### src/rtl/irqarb_pkg.sv
package irqarb_pkg;

  // Id field carries one extra bit so that out-of-range completes can be expressed
  function automatic int id_width(input int n_ids);
    return $clog2(n_ids) + 1;
  endfunction

  function automatic int hart_count(input int n_ctx, input int smode);
    return (smode != 0) ? (n_ctx / 2) : n_ctx;
  endfunction

  // Notification rule: a real candidate whose captured priority beats the threshold
  function automatic logic irq_due(input logic has_cand, input int cap_prio, input int thresh);
    return has_cand && (cap_prio > thresh);
  endfunction

endpackage

### src/rtl/irqarb_ctx_state.sv
module irqarb_ctx_state #(
  parameter int NUM_IDS = 32,
  parameter int PRIO_W  = 3,
  parameter int ID_W    = 6
) (
  input  logic                      clk,
  input  logic                      rst,
  input  logic [NUM_IDS-1:0]        lvl,
  input  logic [NUM_IDS-1:0]        lvl_rise,
  input  logic [NUM_IDS-1:0]        lvl_fall,
  input  logic [NUM_IDS-1:0]        enable,
  input  logic [NUM_IDS*PRIO_W-1:0] src_prio,
  input  logic                      claim,
  input  logic [ID_W-1:0]           sel_id,
  input  logic                      cmpl,
  input  logic [ID_W-1:0]           cmpl_id,
  output logic [NUM_IDS-1:0]        pend_q,
  output logic [NUM_IDS*PRIO_W-1:0] cap_prio_q,
  output logic [NUM_IDS-1:0]        claimed_q
);
  localparam int IDX_W = $clog2(NUM_IDS);

  logic [NUM_IDS-1:0]        en_eff, en_q, en_rise, en_drop, kill;
  logic [NUM_IDS-1:0]        pend_d, claimed_d;
  logic [NUM_IDS*PRIO_W-1:0] cap_prio_d;
  logic [IDX_W-1:0]          cmpl_idx, sel_idx;
  logic                      cmpl_ok;

  // Source 0 can never be enabled
  assign en_eff   = enable & ~{{(NUM_IDS-1){1'b0}}, 1'b1};
  assign en_rise  = en_eff & ~en_q;
  assign en_drop  = en_q & ~en_eff;
  assign kill     = lvl_fall | en_drop;
  assign cmpl_idx = cmpl_id[IDX_W-1:0];
  assign sel_idx  = sel_id[IDX_W-1:0];
  assign cmpl_ok  = cmpl && (int'(cmpl_id) < NUM_IDS) && en_eff[cmpl_idx];

  always_comb begin
    pend_d     = pend_q;
    cap_prio_d = cap_prio_q;
    claimed_d  = claimed_q;
    if (cmpl_ok) claimed_d[cmpl_idx] = 1'b0;
    if (claim && (sel_id != '0)) claimed_d[sel_idx] = 1'b1;
    for (int i = 0; i < NUM_IDS; i++) begin
      if (kill[i]) begin
        pend_d[i]                    = 1'b0;
        cap_prio_d[i*PRIO_W +: PRIO_W] = '0;
        claimed_d[i]                 = 1'b0;
      end else if ((lvl_rise[i] && en_eff[i]) || (en_rise[i] && lvl[i])) begin
        pend_d[i]                    = 1'b1;
        cap_prio_d[i*PRIO_W +: PRIO_W] = src_prio[i*PRIO_W +: PRIO_W];
      end
    end
  end

  always_ff @(posedge clk) begin
    if (rst) begin
      en_q       <= '0;
      pend_q     <= '0;
      cap_prio_q <= '0;
      claimed_q  <= '0;
    end else begin
      en_q       <= en_eff;
      pend_q     <= pend_d;
      cap_prio_q <= cap_prio_d;
      claimed_q  <= claimed_d;
    end
  end


  pend_kill_chk: assert property (@(posedge clk) disable iff (rst)
    (|kill) |=> ((pend_q & $past(kill)) == '0));


  claimed_subset_chk: assert property (@(posedge clk) disable iff (rst)
    ((claimed_q & ~pend_q) == '0));


  src0_idle_chk: assert property (@(posedge clk) disable iff (rst)
    !pend_q[0] && !claimed_q[0]);

endmodule

### src/rtl/irqarb_pick.sv
module irqarb_pick #(
  parameter int NUM_IDS = 32,
  parameter int PRIO_W  = 3,
  parameter int ID_W    = 6
) (
  input  logic [NUM_IDS-1:0]        cand,
  input  logic [NUM_IDS*PRIO_W-1:0] cap_prio,
  output logic [ID_W-1:0]           best_id,
  output logic [PRIO_W-1:0]         best_prio
);
  logic found;

  // Ascending scan: only a strictly greater priority displaces the current choice
  always_comb begin
    best_id   = '0;
    best_prio = '0;
    found     = 1'b0;
    for (int i = 1; i < NUM_IDS; i++) begin
      if (cand[i] && (!found || (cap_prio[i*PRIO_W +: PRIO_W] > best_prio))) begin
        best_id   = ID_W'(i);
        best_prio = cap_prio[i*PRIO_W +: PRIO_W];
        found     = 1'b1;
      end
    end
  end

endmodule

### src/rtl/irqarb_line_map.sv
module irqarb_line_map #(
  parameter int NUM_CTX  = 4,
  parameter int SMODE    = 1,
  parameter int NUM_HART = 2
) (
  input  logic [NUM_CTX-1:0]  ctx_irq,
  output logic [NUM_HART-1:0] m_irq,
  output logic [NUM_HART-1:0] s_irq
);
  for (genvar h = 0; h < NUM_HART; h++) begin : g_hart
    if (SMODE != 0) begin : g_split
      assign m_irq[h] = ctx_irq[2*h];
      assign s_irq[h] = ctx_irq[2*h+1];
    end else begin : g_flat
      assign m_irq[h] = ctx_irq[h];
      assign s_irq[h] = 1'b0;
    end
  end

endmodule

### src/rtl/irq_claim_arbiter.sv
module irq_claim_arbiter #(
  parameter int NUM_IDS  = 32,
  parameter int NUM_CTX  = 4,
  parameter int PRIO_W   = 3,
  parameter int SMODE    = 1,
  localparam int ID_W     = irqarb_pkg::id_width(NUM_IDS),
  localparam int NUM_HART = irqarb_pkg::hart_count(NUM_CTX, SMODE)
) (
  input  logic                      clk,
  input  logic                      rst,
  input  logic [NUM_IDS-1:0]        src_level_i,
  input  logic [NUM_IDS*PRIO_W-1:0] src_prio_i,
  input  logic [NUM_CTX*NUM_IDS-1:0] ctx_enable_i,
  input  logic [NUM_CTX*PRIO_W-1:0] ctx_thresh_i,
  input  logic [NUM_CTX-1:0]        claim_req_i,
  output logic [NUM_CTX*ID_W-1:0]   claim_id_o,
  input  logic [NUM_CTX-1:0]        cmpl_req_i,
  input  logic [NUM_CTX*ID_W-1:0]   cmpl_id_i,
  output logic [NUM_HART-1:0]       m_irq_o,
  output logic [NUM_HART-1:0]       s_irq_o
);
  localparam int IDX_W = $clog2(NUM_IDS);

  logic [NUM_IDS-1:0] lvl, lvl_q, lvl_rise, lvl_fall;
  logic [NUM_CTX-1:0] ctx_irq;

  logic [NUM_CTX-1:0][NUM_IDS-1:0]        pend_w, claimed_w;
  logic [NUM_CTX-1:0][NUM_IDS*PRIO_W-1:0] cap_w;
  logic [NUM_CTX-1:0][ID_W-1:0]           best_w;
  logic [NUM_CTX-1:0][PRIO_W-1:0]         bprio_w;

  assign lvl      = src_level_i & ~{{(NUM_IDS-1){1'b0}}, 1'b1};
  assign lvl_rise = lvl & ~lvl_q;
  assign lvl_fall = lvl_q & ~lvl;

  always_ff @(posedge clk) begin
    if (rst) lvl_q <= '0;
    else     lvl_q <= lvl;
  end

  for (genvar c = 0; c < NUM_CTX; c++) begin : g_ctx
    irqarb_ctx_state #(.NUM_IDS(NUM_IDS), .PRIO_W(PRIO_W), .ID_W(ID_W)) state_i (
      .clk        (clk),
      .rst        (rst),
      .lvl        (lvl),
      .lvl_rise   (lvl_rise),
      .lvl_fall   (lvl_fall),
      .enable     (ctx_enable_i[c*NUM_IDS +: NUM_IDS]),
      .src_prio   (src_prio_i),
      .claim      (claim_req_i[c]),
      .sel_id     (best_w[c]),
      .cmpl       (cmpl_req_i[c]),
      .cmpl_id    (cmpl_id_i[c*ID_W +: ID_W]),
      .pend_q     (pend_w[c]),
      .cap_prio_q (cap_w[c]),
      .claimed_q  (claimed_w[c])
    );

    irqarb_pick #(.NUM_IDS(NUM_IDS), .PRIO_W(PRIO_W), .ID_W(ID_W)) pick_i (
      .cand      (pend_w[c] & ~claimed_w[c]),
      .cap_prio  (cap_w[c]),
      .best_id   (best_w[c]),
      .best_prio (bprio_w[c])
    );

    assign claim_id_o[c*ID_W +: ID_W] = best_w[c];
    assign ctx_irq[c] = irqarb_pkg::irq_due(best_w[c] != '0, int'(bprio_w[c]),
                                            int'(ctx_thresh_i[c*PRIO_W +: PRIO_W]));


    pick_valid_chk: assert property (@(posedge clk) disable iff (rst)
      (best_w[c] != '0) |-> (pend_w[c][best_w[c][IDX_W-1:0]] && !claimed_w[c][best_w[c][IDX_W-1:0]]));


    claim_marks_chk: assert property (@(posedge clk) disable iff (rst)
      (claim_req_i[c] && (best_w[c] != '0) && !lvl_fall[best_w[c][IDX_W-1:0]]
       && ctx_enable_i[c*NUM_IDS + int'(best_w[c][IDX_W-1:0])])
      |=> claimed_w[c][$past(best_w[c][IDX_W-1:0])]);
  end

  irqarb_line_map #(.NUM_CTX(NUM_CTX), .SMODE(SMODE), .NUM_HART(NUM_HART)) map_i (
    .ctx_irq (ctx_irq),
    .m_irq   (m_irq_o),
    .s_irq   (s_irq_o)
  );


  reset_quiet_chk: assert property (@(posedge clk)
    $past(rst) |-> ((m_irq_o == '0) && (s_irq_o == '0) && (claim_id_o == '0)));

endmodule

### config.mk
export PLATFORM = sky130hd
export DESIGN_NAME = irq_claim_arbiter
export DESIGN_NICKNAME = d
export VERILOG_FILES = /design/src/rtl/irqarb_pkg.sv /design/src/rtl/irqarb_ctx_state.sv /design/src/rtl/irqarb_pick.sv /design/src/rtl/irqarb_line_map.sv /design/src/rtl/irq_claim_arbiter.sv
export SDC_FILE = /design/constraint.sdc
export NUM_CORES = 2
export LEC_CHECK = 0
export BUFFER_PORTS_ARGS = -buffer_cell sky130_fd_sc_hd__buf_2
export CAP_MARGIN = 10
export CORE_UTILIZATION = 40
export CTS_CLUSTER_DIAMETER = 60
export DETAILED_ROUTE_END_ITERATION = 10
export HOLD_SLACK_MARGIN = 0.15
export PLACE_DENSITY = 0.62
export RECOVER_POWER = 50
export SLEW_MARGIN = 20
export SYNTH_ARGS = -nofsm -noshare
export SYNTH_HDL_FRONTEND = slang
export SYNTH_SLANG_ARGS = --single-unit
### constraint.sdc
create_clock -name clk -period 76.8 [get_ports clk]
set_input_delay 3.84 -clock clk [delete_from_list [all_inputs] [get_ports clk]]
set_output_delay 3.84 -clock clk [all_outputs]
set_load 0.005 [all_outputs]
==> results.py <==
metrics = {
    "run_status": {
        "run_status": "finished with violations",
        "violations": "max-capacitance violations, max-slew violations",
    },
    "floorplan": {
        "placementRows": 125,
        "floorplan_die_area_sq_um": 120000,
        "initial_utilization_pct": 40.6,
        "fp.coreArea_sq_um": 117000,
        "chipWidth_um": 346,
        "die_height_um": 346,
        "boundaryPins": 330,
    },
    "pwr": {
        "peakVddDrop_v": 0.0000210,
        "p_leak_nw": 23.3,
        "pwr_density_cell_nw_per_um2": 35.9,
        "post_route_total_power_mw": 1.95,
    },
    "sta": {
        "postLayoutSetupSlackWorst_ps": 19230,
        "min_period_over_period_pct": 75.0,
        "timing_max_transition_violations_final": 130,
        "rsz0062_at_grt": "false",
        "period_minus_slack_ps": 57570,
        "slew_headroom_pct": -157,
        "fmax_mhz": 17.4,
        "worst-slew-pin-transition_ps": 3860,
        "final_hold_viol_count": 0,
        "whs_ps": 446,
        "finalSetupViolCount": 0,
        "finalSetupTns_ps": 0,
        "fin_clk_skew_ps": 38.4,
    },
    "clock_tree": {
        "clkLatencyLatePin_ps": 700,
        "cts_buffers": 101,
        "postCtsSetupBuffers": 0,
        "root_buffer_cell": "sky130_fd_sc_hd__clkbuf_16",
        "cts_repair_resize_count": 0,
        "cts-htree-levels": 3,
        "ctsLongestPathBuffers": 3,
        "cts_tree": "built",
        "worst_setup_hold_path_clk_slew_ps": 60,
        "cts_sinks": 775,
        "hold_fix_buffers_at_cts": 0,
    },
    "drt": {
        "route.detailed.wl_per_inst_um": 25.3,
        "detail-route-antenna-nets": 0,
        "drtPass1Iterations": 8,
        "num_vias": 47088,
        "viasPerCell": 5.86,
        "drt_iter0_drc": 4767,
        "drc_errors": 0,
        "routed_wl_mm": 203,
    },
    "worst_setup_path": {
        "startpoint_type": "flip-flop",
        "worst-endpoint-required_ps": 72960,
        "timing.reg2reg.setup_slack_ps": 23700,
        "critPathMaxStageDelay_ps": 880,
        "reg2reg_depth": 228,
        "critPathMostFrequentCell": "sky130_fd_sc_hd__ha_1",
        "cpMaxStageDelayCell": "sky130_fd_sc_hd__o31ai_1",
        "critPathArrivalTime_ps": 53730,
        "path_class": "flip-flop to output port",
        "critPathCaptureType": "output port",
        "crit_path_max_fanout": 15,
    },
    "logic_synthesis": {
        "synth_enable_flop_cells": 0,
        "synthArstFlopShare_pct": 0,
        "synth_top_family_by_area": "simple AND/OR/NAND/NOR gates",
        "synth_fa_ha_area_share_pct": 7.84,
        "synthCells": 6039,
        "synth_mux_area_share_pct": 9.45,
        "fraction_of_the_yosys_area_taken_by_sequential_cells_pct": 32.7,
        "avgSynthCellArea_sq_um": 7.85,
        "post_synth_and_or_nand_nor_area_fraction_pct": 23.3,
        "synth_compound_gate_area_share_pct": 21.4,
        "synthDistinctLibCells": 135,
        "yosysWarnings": 0,
        "post_synth_instance_area_sq_um": 47400,
        "dominantRegCellSynth": "sky130_fd_sc_hd__dfxtp_1",
        "synth_xor_xnor_area_share_pct": 0,
        "postSynthRegisterBits": 775,
    },
    "hold_path": {
        "worstHoldPathCells": 2,
        "hold_path.class": "flip-flop to flip-flop",
    },
    "grt": {
        "globalRouteTotalUtil_pct": 32.7,
        "maximum_number_of_pins_on_one_net_before_global_route_repair": 73,
        "grt_antenna_before_repair": 31,
        "via_count_of_the_first_global_routing_pass": 42834,
        "gr-total-overflow": 0,
        "grt_pass1_wl_mm": 289,
    },
    "finish": {
        "drive_above_1_share_pct": 11.4,
        "final_net_count": 7004,
        "fin_cells": 8040,
        "areaGrowthSynthToFinish_pct": 14.5,
    },
    "placement": {
        "detailedPlacementHpwl_mm": 163,
        "placement.setup.worst_slack_ps": 21430,
        "numPlacedInstances": 7838,
        "place.port_buffers": 317,
        "gp_congestion": 1.00,
    },
    "flow_run": {
        "maxCapViolations": 2,
    },
}
cell usage in the layout, fill, tap and decap left out, drive strengths merged, types with 17 or more instances in the layout:
cell,count
or3,31
inv,569
a221oi,19
a22oi,30
a211oi,35
o211ai,52
mux2i,341
a21oi,574
nand3b,45
nand2b,68
a31oi,52
clkbuf,138
a311oi,17
o31ai,23
dfxtp,775
o21ai,428
and3,59
a21o,47
clkinv,24
or2,31
o22ai,36
mux2,37
nor2,741
a211o,25
diode,17
mux4,28
buf,355
o21a,62
o2111ai,19
nor2b,270
nor3,57
nor4,24
and2,49
nand3,205
nand2,649
nand4,27
ha,284
layer usage:
| metal | vias to the layer above | routed length, um | global-route usage, % |
|---|---|---|---|
| met4 | 34 | 10900 | 16.2 |
| met3 | 422 | 18800 | 7.55 |
| met2 | 2106 | 86500 | 49.8 |
| met1 | 22381 | 86800 | 43.1 |
| met5 | - | 211 | 0 |
| li1 | 22145 | - | - |
cell families (layout without fill, tap and decap cells):
| family | after synthesis | in the layout |
|---|---|---|
| mux | 406 | 406 |
| compound gates | 1604 | 1604 |
| flops | 775 | 775 |
| simple gates | 2313 | 2313 |
| other cells | 1 | 21 |
| buf+inv | 640 | 1097 |
| fa+ha+maj | 300 | 300 |
metrics by stage:
stage / utilization [%] / cell area, sq um
after floorplan: - / 47400
after global placement: 43.5 / 50800
after detailed placement: 43.5 / 50800
after CTS: 46.4 / 54200
after global routing: 46.4 / 54200
final: 46.5 / 54300
cells in the mapped netlist (all sizes together) (47+ instances only):
cell type  count  area [sq um]
clkbuf        49           184
mux2i        341          3430
and3          59           374
nor3          57           325
nand3        205          1050
ha           284          3550
nand2        649          2440
dfxtp        775         15500
a21o          47           353
and2          49           314
nor2         741          2780
nor2b        270          1700
a21oi        574          2920
o21ai        428          2190
a31oi         52           338
inv          554          2080
o21a          62           473
nand2b        68           425
o211ai        52           405
layout make-up:
type	count	area, sq um
multi-input combinational	4627	29400
tap	1524	1910
fill	11699	62600
inverter	555	2080
clock inverter	49	544
clock buffer	135	2870
timing repair buffer	358	1890
antenna	17	42.5
sequential	775	15500
registers in the layout, summed over array words and instances (netlist names):
signal and flops:
g_ctx.state_i.cap_prio_q 372, g_ctx.state_i.claimed_q 124, g_ctx.state_i.en_q 124, g_ctx.state_i.pend_q 124, lvl_q 31
worst max-delay path, delay by kind of cell (launching register included):
family / cells / cell delay (ps)
multiplexers: 6 / 2340
AND/OR/NAND/NOR: 57 / 10620
buffers and inverters: 15 / 2500
flip-flops: 1 / 340
adder cells (fa/ha/maj): 36 / 10780
AO/OA/AOI/OAI: 115 / 26390
worst paths after layout:
kind                              startpoint                            end
setup / recovery  g_ctx[1].state_i.pend_q[1]                     s_irq_o[0]
hold / removal    g_ctx[0].state_i.pend_q[3]     g_ctx[0].state_i.pend_q[3]
setup reg to reg  g_ctx[1].state_i.pend_q[1]  g_ctx[1].state_i.claimed_q[2]
hold reg to reg   g_ctx[0].state_i.pend_q[3]     g_ctx[0].state_i.pend_q[3]
report_power, final:
group	internal, mW	switching (mW)	total (mW)
clock network	0.282	0.205	0.487
registers	0.428	0.0201	0.448
logic	0.361	0.654	1.01
total	1.07	0.878	1.95
Note: power is estimated with default switching activity, not from simulation.
